--- src/rtl/bmdma_pkg.sv ---
package bmdma_pkg;
  typedef enum logic [1:0] {
    W_IDLE  = 2'd0,
    W_FADDR = 2'd1,
    W_FCNT  = 2'd2,
    W_DATA  = 2'd3
  } walk_state_e;

  localparam logic [7:0] CMD_OFS  = 8'h04;
  localparam logic [7:0] CNT_OFS  = 8'h06;
  localparam logic [7:0] CHAN_SEL = 8'h80;
  localparam logic [1:0] DIR_TO_DRV = 2'd1;
  localparam logic [1:0] DIR_TO_MEM = 2'd2;
endpackage

--- src/rtl/bmdma_decode.sv ---
module bmdma_decode #(
  parameter int CHAN  = 0,
  parameter int W     = 32,
  parameter int CNT_W = 16
) (
  input  logic             clk,
  input  logic             rst_n,
  input  logic             reg_wr,
  input  logic [7:0]       reg_addr,
  input  logic [W-1:0]     reg_wdata,
  input  logic             busy,
  output logic [W-1:0]     cmd_q,
  output logic             cnt_wr,
  output logic [CNT_W-1:0] cnt_val
);
  import bmdma_pkg::*;

  localparam logic [7:0] SEL   = (CHAN != 0) ? CHAN_SEL : 8'h00;
  localparam logic [7:0] CMD_A = CMD_OFS | SEL;
  localparam logic [7:0] CNT_A = CNT_OFS | SEL;

  logic         cmd_en;
  logic [W-1:0] cmd_d;
  logic         unused_hi;

  always_comb begin
    cmd_en = reg_wr && (reg_addr == CMD_A) && !busy;
    cmd_d  = cmd_en ? reg_wdata : cmd_q;
  end

  always_ff @(posedge clk or negedge rst_n) begin
    if (!rst_n) cmd_q <= '0;
    else        cmd_q <= cmd_d;
  end

  assign cnt_wr    = reg_wr && (reg_addr == CNT_A);
  assign cnt_val   = reg_wdata[CNT_W-1:0];
  assign unused_hi = ^reg_wdata[W-1:CNT_W];
endmodule

--- src/rtl/bmdma_count.sv ---
module bmdma_count #(
  parameter int CNT_W = 16
) (
  input  logic             clk,
  input  logic             rst_n,
  input  logic             load,
  input  logic [CNT_W-1:0] load_val,
  input  logic             dec,
  input  logic             set_ok,
  input  logic             set_err,
  output logic [CNT_W-1:0] sts_q,
  output logic             is_zero,
  output logic             is_ones
);
  localparam logic [CNT_W-1:0] DONE_CODE = {{(CNT_W-8){1'b0}}, 8'hFF};
  localparam logic [CNT_W-1:0] ERR_CODE  = {{(CNT_W-8){1'b1}}, 8'h00};

  logic [CNT_W-1:0] sts_d;

  always_comb begin
    sts_d = sts_q;
    if (set_err)     sts_d = ERR_CODE;
    else if (load)   sts_d = load_val;
    else if (set_ok) sts_d = DONE_CODE;
    else if (dec)    sts_d = sts_q - {{(CNT_W-1){1'b0}}, 1'b1};
  end

  always_ff @(posedge clk or negedge rst_n) begin
    if (!rst_n) sts_q <= '0;
    else        sts_q <= sts_d;
  end

  assign is_zero = (sts_q == '0);
  assign is_ones = &sts_q;
endmodule

--- src/rtl/bmdma_walker.sv ---
module bmdma_walker #(
  parameter int W = 32
) (
  input  logic         clk,
  input  logic         rst_n,
  input  logic         cnt_wr,
  input  logic [W-1:0] cmd_q,
  input  logic         cfg_dma_en,
  input  logic         cfg_bm_en,
  input  logic         chan_reset,
  input  logic         cnt_zero,
  input  logic         cnt_ones,
  input  logic         drq,
  input  logic         mem_gnt,
  input  logic [W-1:0] mem_rdata,
  output logic         busy,
  output logic         load,
  output logic         dec,
  output logic         set_ok,
  output logic         set_err,
  output logic         mem_req,
  output logic         mem_fetch,
  output logic         mem_wr,
  output logic [W-1:0] mem_addr,
  output logic [W-1:0] mem_len
);
  import bmdma_pkg::*;

  localparam logic [W-1:0] STEP_WORD  = W'(4);
  localparam logic [W-1:0] STEP_ENTRY = W'(8);

  walk_state_e  st_q, st_d;
  logic [W-1:0] ptr_q, ptr_d;
  logic [W-1:0] ea_q, ea_d;
  logic [W-1:0] len_q, len_d;
  logic         wr_q, wr_d;
  logic         en_ok, dir_ok, abort;

  always_comb begin
    en_ok  = cfg_dma_en && cfg_bm_en;
    dir_ok = (cmd_q[1:0] == DIR_TO_DRV) || (cmd_q[1:0] == DIR_TO_MEM);
    busy   = (st_q != W_IDLE);
    abort  = busy && (chan_reset || !en_ok);

    st_d = st_q; ptr_d = ptr_q; ea_d = ea_q; len_d = len_q; wr_d = wr_q;
    load = 1'b0; dec = 1'b0; set_ok = 1'b0; set_err = 1'b0;
    mem_req = 1'b0; mem_fetch = 1'b0; mem_addr = ptr_q;

    case (st_q)
      W_IDLE: begin
        if (cnt_wr && en_ok && dir_ok && !chan_reset) begin
          load  = 1'b1;
          ptr_d = {cmd_q[W-1:2], 2'b00};
          wr_d  = (cmd_q[1:0] == DIR_TO_MEM);
          st_d  = W_FADDR;
        end
      end
      W_FADDR: begin
        mem_fetch = 1'b1;
        if (cnt_zero) begin
          set_err = 1'b1;
          st_d    = W_IDLE;
        end else begin
          mem_req = 1'b1;
          if (mem_gnt) begin
            ea_d = mem_rdata;
            dec  = 1'b1;
            st_d = W_FCNT;
          end
        end
      end
      W_FCNT: begin
        mem_fetch = 1'b1;
        mem_addr  = ptr_q + STEP_WORD;
        mem_req   = 1'b1;
        if (mem_gnt) begin
          len_d = mem_rdata;
          dec   = 1'b1;
          st_d  = W_DATA;
        end
      end
      default: begin
        mem_addr = ea_q;
        mem_req  = drq;
        if (drq && mem_gnt) begin
          if (cnt_ones) begin
            set_ok = 1'b1;
            st_d   = W_IDLE;
          end else begin
            ptr_d = ptr_q + STEP_ENTRY;
            st_d  = W_FADDR;
          end
        end
      end
    endcase

    if (abort) begin
      st_d = W_IDLE; set_err = 1'b1; set_ok = 1'b0; dec = 1'b0;
      load = 1'b0; mem_req = 1'b0; ptr_d = ptr_q; ea_d = ea_q; len_d = len_q;
    end
  end

  always_ff @(posedge clk or negedge rst_n) begin
    if (!rst_n) begin
      st_q  <= W_IDLE;
      ptr_q <= '0;
      ea_q  <= '0;
      len_q <= '0;
      wr_q  <= 1'b0;
    end else begin
      st_q  <= st_d;
      ptr_q <= ptr_d;
      ea_q  <= ea_d;
      len_q <= len_d;
      wr_q  <= wr_d;
    end
  end

  assign mem_wr  = wr_q && (st_q == W_DATA);
  assign mem_len = len_q;
endmodule

--- src/rtl/bmdma_start.sv ---
module bmdma_start #(
  parameter int CHAN  = 0,
  parameter int W     = 32,
  parameter int CNT_W = 16
) (
  input  logic             clk,
  input  logic             rst_n,
  input  logic             reg_wr,
  input  logic [7:0]       reg_addr,
  input  logic [W-1:0]     reg_wdata,
  input  logic             cfg_dma_en,
  input  logic             cfg_bm_en,
  input  logic             chan_reset,
  input  logic             drq,
  input  logic             mem_gnt,
  input  logic [W-1:0]     mem_rdata,
  output logic             mem_req,
  output logic             mem_fetch,
  output logic             mem_wr,
  output logic [W-1:0]     mem_addr,
  output logic [W-1:0]     mem_len,
  output logic             dma_busy,
  output logic [CNT_W-1:0] dma_sts,
  output logic             dma_irq
);
  localparam logic [CNT_W-1:0] DONE_CODE = {{(CNT_W-8){1'b0}}, 8'hFF};

  logic [1:0]       rsync_q;
  logic             rst_i_n;
  logic [W-1:0]     cmd_q;
  logic             cnt_wr;
  logic [CNT_W-1:0] cnt_val;
  logic             load, dec, set_ok, set_err, cnt_zero, cnt_ones;

  always_ff @(posedge clk or negedge rst_n) begin
    if (!rst_n) rsync_q <= 2'b00;
    else        rsync_q <= {rsync_q[0], 1'b1};
  end
  assign rst_i_n = rsync_q[1];

  bmdma_decode #(.CHAN(CHAN), .W(W), .CNT_W(CNT_W)) u_decode (
    .clk(clk), .rst_n(rst_i_n), .reg_wr(reg_wr), .reg_addr(reg_addr),
    .reg_wdata(reg_wdata), .busy(dma_busy), .cmd_q(cmd_q),
    .cnt_wr(cnt_wr), .cnt_val(cnt_val)
  );

  bmdma_count #(.CNT_W(CNT_W)) u_count (
    .clk(clk), .rst_n(rst_i_n), .load(load), .load_val(cnt_val), .dec(dec),
    .set_ok(set_ok), .set_err(set_err), .sts_q(dma_sts),
    .is_zero(cnt_zero), .is_ones(cnt_ones)
  );

  bmdma_walker #(.W(W)) u_walker (
    .clk(clk), .rst_n(rst_i_n), .cnt_wr(cnt_wr), .cmd_q(cmd_q),
    .cfg_dma_en(cfg_dma_en), .cfg_bm_en(cfg_bm_en), .chan_reset(chan_reset),
    .cnt_zero(cnt_zero), .cnt_ones(cnt_ones), .drq(drq), .mem_gnt(mem_gnt),
    .mem_rdata(mem_rdata), .busy(dma_busy), .load(load), .dec(dec),
    .set_ok(set_ok), .set_err(set_err), .mem_req(mem_req),
    .mem_fetch(mem_fetch), .mem_wr(mem_wr), .mem_addr(mem_addr),
    .mem_len(mem_len)
  );

  assign dma_irq = !dma_busy && (dma_sts == DONE_CODE);
endmodule

--- config.mk ---
export PLATFORM = sky130hd
export DESIGN_NAME = bmdma_start
export DESIGN_NICKNAME = d
export VERILOG_FILES = /design/src/rtl/bmdma_pkg.sv /design/src/rtl/bmdma_decode.sv /design/src/rtl/bmdma_count.sv /design/src/rtl/bmdma_walker.sv /design/src/rtl/bmdma_start.sv
export SDC_FILE = /design/constraint.sdc
export NUM_CORES = 1
export LEC_CHECK = 0
export ABC_CLOCK_PERIOD_IN_PS = 5800
export BUFFER_PORTS_ARGS = -buffer_cell sky130_fd_sc_hd__buf_4
export CORE_ASPECT_RATIO = 0.7
export CORE_MARGIN = 1.5
export CORE_UTILIZATION = 56
export CTS_CLUSTER_SIZE = 30
export DETAILED_ROUTE_END_ITERATION = 10
export HOLD_SLACK_MARGIN = 0.03
export PLACE_DENSITY = 0.87
export SYNTH_ARGS = -nofsm -noshare
export SYNTH_HDL_FRONTEND = slang
export SYNTH_HIERARCHICAL = 1
export SYNTH_SLANG_ARGS = --single-unit
export TNS_END_PERCENT = 30
--- constraint.sdc ---
create_clock -name clk -period 5.8 [get_ports clk]
set_clock_uncertainty 0.1 [all_clocks]
set_input_delay 0.87 -clock clk [delete_from_list [all_inputs] [get_ports clk]]
set_output_delay 0.87 -clock clk [all_outputs]
set_load 0.03 [all_outputs]
# Yosys cells after proc, flatten, opt, wreduce, memory -nomap -nowiden
# Index checks and enable logic that the tools add are counted.
totals:
  ff_bits: 149
  output_inout_bits: 85
  wordCells: 93
classes:
  add_sub_neg: 3
  eq_ne: 13
  n_mux: 35
  bitwise: 3
  n_reduce_logical: 31
op_table:
  columns: ["op", "n"]
  rows:
  - ["$pmux 32 s2", 2]
  - ["$mux 32", 3]
  - ["$mux 16", 4]
  - ["$add 32x3->32 const B", 1]
  - ["$add 32x4->32 const B", 1]
  - ["$mux 1", 17]
  - ["$eq 16x8->1 const B", 1]
  - ["$eq 8x3->1 const B", 2]
  - ["$logic_not 16->1", 1]
  - ["$reduce_and 16->1", 1]
  - ["$sub 16x1->16 const B", 1]
  - ["$mux 2", 6]
  - ["$logic_and 1x1->1", 11]
  - ["$reduce_and 4->1", 2]
  - ["$eq 2x2->1 const B", 3]
  - ["$pmux 2 s3", 1]
  - ["$reduce_and 5->1", 1]
  - ["$reduce_bool 5->1", 1]
  - ["$eq 2x1->1 const B", 2]
  - ["$ne 2x1->1 const B", 2]
  - ["$ne 4x3->1 const B", 1]
  - ["$reduce_bool 2->1", 2]
  - ["$reduce_bool 4->1", 1]
  - ["$reduce_or 2->1", 2]
  - ["other kinds (11)", 16]

# Longest topological paths before layout
logic_depth:
  depth_word: 10
  depth_mapped: 14
  depth_no_buf: 12

# Modules after synthesis
# The synthesis kept the hierarchy.
by_module_without_submodules:
  columns: ["mod", "instances", "cells_each", "area_each_um2", "seq_area_each_um2"]
  rows:
  - ["bmdma_walker", 1, 614, 5771.8, 2427.3]
  - ["bmdma_decode", 1, 88, 1490.2, 800.8]
  - ["bmdma_count", 1, 145, 1187.4, 400.4]
  - ["bmdma_start", 1, 10, 100.1, 50.0]

# Worst setup path before layout
# OpenSTA, ideal clock, no wires.
synth_path:
  path_kind: "reg-to-output"
  startpoint: "register u_walker.st_q[1]"
  endpoint: "output port dma_irq"
  arrival_ns: 2.376
  required_time_ns: 4.830
  path_slack_ns: 2.454
  stages_incl_launch_ff: 10
  n_path_buf: 3
  cell_sequence: "dfrtp_1 inv_1 clkbuf_1 ha_1 inv_1 clkbuf_1 clkbuf_1 nor4_1 nand2_1 nor3_2"
synth_between:
  elab_chain_len: 3
synth_rtl:
  columns: ["element", "line", "source"]
  rows:
  - ["from (decl)", "bmdma_walker.sv:32", "walk_state_e st_q, st_d;"]
  - ["from (signal assigned)", "bmdma_walker.sv:111", "st_q <= st_d;"]
  - ["$reduce_bool 2->1", "bmdma_walker.sv:42", "busy = (st_q != W_IDLE);"]
  - ["net dma_busy", "bmdma_start.sv:22", "output logic dma_busy,"]
  - ["$logic_not 1->1", "bmdma_start.sv:63", "assign dma_irq = !dma_busy && (dma_sts == DONE_CODE);"]
  - ["$logic_and 1x1->1", "bmdma_start.sv:63", null]
  - ["to (decl)", "bmdma_start.sv:24", "output logic dma_irq"]
# The timed path passes the listed nets, and every way through them passes these cells.

# Final worst setup path
layout_path:
  startpoint: "register u_walker.st_q[1]"
  endpoint: "output port dma_irq"
layout_between:
  elab_chain_len: 3
layout_rtl:
  columns: ["element", "line"]
  rows:
  - ["$reduce_bool 2->1", "bmdma_walker.sv:42"]
  - ["$logic_not 1->1", "bmdma_start.sv:63"]
  - ["$logic_and 1x1->1", "bmdma_start.sv:63"]
# Every way passes these cells.

==> flow_metrics.py <==
metrics = {
    "status": {
        "outcome": "completed",
    },
    "grt": {
        "overflow": 0,
        "grt_pass1_wl_um": 37700,
        "grt_pass1_vias": 7170,
        "grt_antenna_before_repair": 0,
        "grt_max_degree": 65,
        "grt_usage_pct": 30.3,
    },
    "layout": {
        "seq_area_um2": 3680,
        "fillCellCount": 1145,
        "areaGrowthSynthToFinish_pct": 20.0,
        "multi_input_area_um2": 4380,
        "num_antenna_cells": 0,
        "fin_nets": 1059,
        "postLayoutCoreUtil_pct": 69.2,
        "final_layout_size_suffix_gt1_share_pct": 32.8,
    },
    "synth": {
        "yosysWarnings": 6,
        "ys.flop_type": "dfrtp_1",
        "ys_types": 79,
        "synthesis.nets": 947,
        "synth.avg_cell_area_um2": 9.98,
        "synthCells": 857,
        "async_flop_share_pct": 100,
        "synth-edff-count": 0,
        "ys_ff_latch": 147,
        "yosysSeqAreaShare_pct": 43.0,
        "synthesis.area_um2": 8550,
    },
    "sta": {
        "timing.fmax_mhz": 231,
        "setup_viol_count_final": 0,
        "worstMarginPinSlew_ns": 1.05,
        "rsz0062_at_grt": "no",
        "finalCritPeriodShare_pct": 74.6,
        "hold_viol": 0,
        "fin_tns_setup_ns": 0,
        "report.final.slew_viol_count": 0,
        "max_slew_margin_pct": 29.9,
        "fin_crit_ns": 4.33,
    },
    "critical_path": {
        "r2r_end": "u_count/sts_q[8]",
        "cp-end-kind": "primary output",
        "cp.depth": 9,
        "slowest_delay_ns": 0.60,
        "cp.buffers_inverters": 5,
        "path_cells": "inv_1, ha_1, buf_4, inv_1, buf_4, nor4_1, nand2_1, nor3_2, buf_4",
        "crit_fanout": 56,
        "crit_type": "flop to primary output",
        "cp_top_family": "buffers and inverters",
        "cpMostUsedCell": "buf_4",
        "r2r_slack_ns": 1.60,
        "reg2reg_depth": 12,
        "rr_startpoint": "u_walker/st_q[1]",
        "crit_required_ns": 4.83,
        "crit_slowest_cell": "dfrtp_1",
        "start_kind": "flop",
        "critical_path_arrival_ns": 3.36,
    },
    "floorplanning": {
        "core_area_um2": 14800,
        "die_area_um2": 16000,
        "io_pins": 165,
        "start_util_pct": 57.7,
        "die_w_um": 151,
        "placementRows": 37,
        "die_h_um": 106,
    },
    "pwr": {
        "ir_drop_mv": 0.242,
        "power_density_nw_per_um2": 491,
        "power.leakage_nw": 4.55,
    },
    "routing": {
        "met3_length_um": 2680,
        "top_layer": "met4",
        "ant_nets": 0,
        "wirelength_um": 24000,
        "avgViaCountPerCell": 6.48,
        "drc": 0,
        "wl_met1_um": 9880,
        "wl_per_cell_um": 20.4,
        "initialDrtViolationCount": 997,
        "vias": 7623,
        "wl_met2_um": 10900,
        "drt-pass1-iter-count": 6,
    },
    "cts": {
        "ctsRootBufferMaster": "clkbuf_16",
        "cts_htree_levels": 4,
        "path_clk_slew_ns": 0.06,
        "cts_hold_buf": 0,
        "cts_tree": "done",
        "cts_sinks": 147,
        "ctsResizeCount": 0,
        "postCtsSetupBuffers": 0,
        "cts.path.max_buffers": 2,
        "clock_latency_ns": 0.42,
        "cts_buffers": 17,
    },
    "min_path": {
        "min_path_type": "primary input to async pin",
    },
    "place": {
        "gp_congestion": 0.972,
        "dp_hpwl_um": 16700,
        "port_buffers": 164,
    },
    "flow_run": {
        "maxCapViolCount": 0,
    },
}
[registers in the layout, summed over array words and instances, names as in the netlist]
register	count
u_decode/cmd_q	32
u_walker/ea_q	32
u_walker/mem_len	32
u_walker/ptr_q	30
u_count/sts_q	16
rsync_q	2
u_walker/st_q	2
u_walker/wr_q	1
[placed cells by master, fill, tap and decap left out, types with 4 or more instances in the layout]
| master | instances |
|---|---|
| a21oi_1 | 52 |
| buf_4 | 172 |
| o22ai_1 | 6 |
| nor4_1 | 12 |
| o2bb2ai_1 | 4 |
| nand3_1 | 29 |
| inv_6 | 5 |
| inv_1 | 20 |
| nor2b_1 | 6 |
| clkbuf_16 | 17 |
| mux2_2 | 68 |
| o21ai_0 | 66 |
| mux2i_1 | 4 |
| a221oi_1 | 4 |
| nor3b_1 | 5 |
| a22oi_1 | 19 |
| xor2_1 | 11 |
| or3_1 | 6 |
| xnor2_1 | 8 |
| nor3_1 | 28 |
| mux2_4 | 30 |
| o22a_1 | 7 |
| nor2_1 | 38 |
| dfrtp_1 | 146 |
| nand2b_1 | 7 |
| nand2_1 | 61 |
| nand4_1 | 25 |
| a31oi_1 | 12 |
| and4_1 | 7 |
| ha_1 | 9 |
| and2_1 | 12 |
[final cells by class]
cell class / instances / share of cell area, %
clock inverters: 14 / 1.48
flip-flops and latches: 147 / 35.9
clock buffers: 18 / 4.18
repair buffers: 172 / 12.6
well taps: 195 / 2.38
inverters: 21 / 0.768
multi-input cells: 610 / 42.7
[cells in the mapped netlist (7+ instances only)]
cell | number | area, um2
a21oi_1 | 52 | 260
a22oi_1 | 19 | 143
a31oi_1 | 12 | 75.1
and2_1 | 12 | 75.1
and4_1 | 7 | 61.3
buf_2 | 8 | 40.0
buf_4 | 16 | 120
clkbuf_1 | 42 | 158
dfrtp_1 | 147 | 3680
ha_1 | 10 | 125
inv_1 | 20 | 75.1
mux2_2 | 68 | 766
mux2_4 | 30 | 450
nand2_1 | 61 | 229
nand2b_1 | 7 | 43.8
nand3_1 | 29 | 145
nand4_1 | 25 | 156
nor2_1 | 38 | 143
nor3_1 | 28 | 140
nor4_1 | 12 | 75.1
o21ai_0 | 66 | 330
o22a_1 | 7 | 61.3
xnor2_1 | 8 | 70.1
xor2_1 | 11 | 96.3
[through the flow]
| step | worst slack, ns | area (um2) | total power, W | hold slack, ns | cells |
|---|---|---|---|---|---|
| 6_report | 1.47 | 10300 | 0.00503 | 0.122 | 1177 |
| 5_1_grt | 1.26 | 10300 | 0.00528 | 0.100 | 1177 |
| 4_1_cts | 1.54 | 10300 | 0.00501 | 0.112 | 1177 |
| 3_5_place_dp | 1.76 | 9680 | 0.00390 | 0.139 | 1145 |
| 3_3_place_gp | 1.90 | 9680 | 0.00383 | 0.139 | 1145 |
| 2_1_floorplan | 1.30 | 8550 | 0.00315 | 0.231 | 857 |
[per-layer routing]
layer / up-vias / global-route usage (%)
met2: 517 / 46.3
met3: 70 / 7.51
li1: 3380 / -
met1: 3656 / 42.6
met5: - / 0
met4: 0 / 8.95
[how the worst max path moves through the flow]
| stage | startpoint | slack (ns) | to |
|---|---|---|---|
| 6_report | u_walker/st_q[1] | 1.47 | dma_irq |
| 5_1_grt | u_walker/st_q[1] | 1.26 | mem_addr[23] |
| 4_1_cts | u_walker/st_q[1] | 1.54 | dma_irq |
| 3_5_place_dp | u_walker/st_q[1] | 1.76 | u_walker/ptr_q[31] |
| 3_3_place_gp | u_walker/st_q[1] | 1.90 | u_walker/ptr_q[30] |
| 2_1_floorplan | rsync_q[1] | 1.30 | u_count/sts_q[0] |
[cell families (layout without fill, tap and decap cells)]
family,after synthesis,after routing,synth area share (%)
muxes,102,102,14.7
xor gates and xnor gates,19,19,1.95
buffers and inverters,100,225,5.75
and+or+nand+nor,267,267,17.3
DFF,147,147,43.0
other,1,1,0.0439
AOI/OAI and AO/OA,211,211,15.8
adders and majority gates,10,10,1.46
[report_power, final]
part           leakage (nW)  internal (W)  switching (W)
clock network         0.282      0.000639       0.000455
registers              1.87       0.00134       0.000366
logic                  2.40      0.000892        0.00134
total                  4.55       0.00287        0.00216
[worst register-to-register path: stages (launching register included)]
cell and delay, ns:
dfrtp_1 0.60, inv_1 0.49, ha_1 0.28, buf_4 0.48, inv_1 0.12, nand2_1 0.14
nand2_1 0.08, nor3b_1 0.20, buf_4 0.22, nor3_1 0.09, nor2_1 0.82, a31oi_1 0.22
o22a_1 0.26
Power figures use the tool's default switching activity.
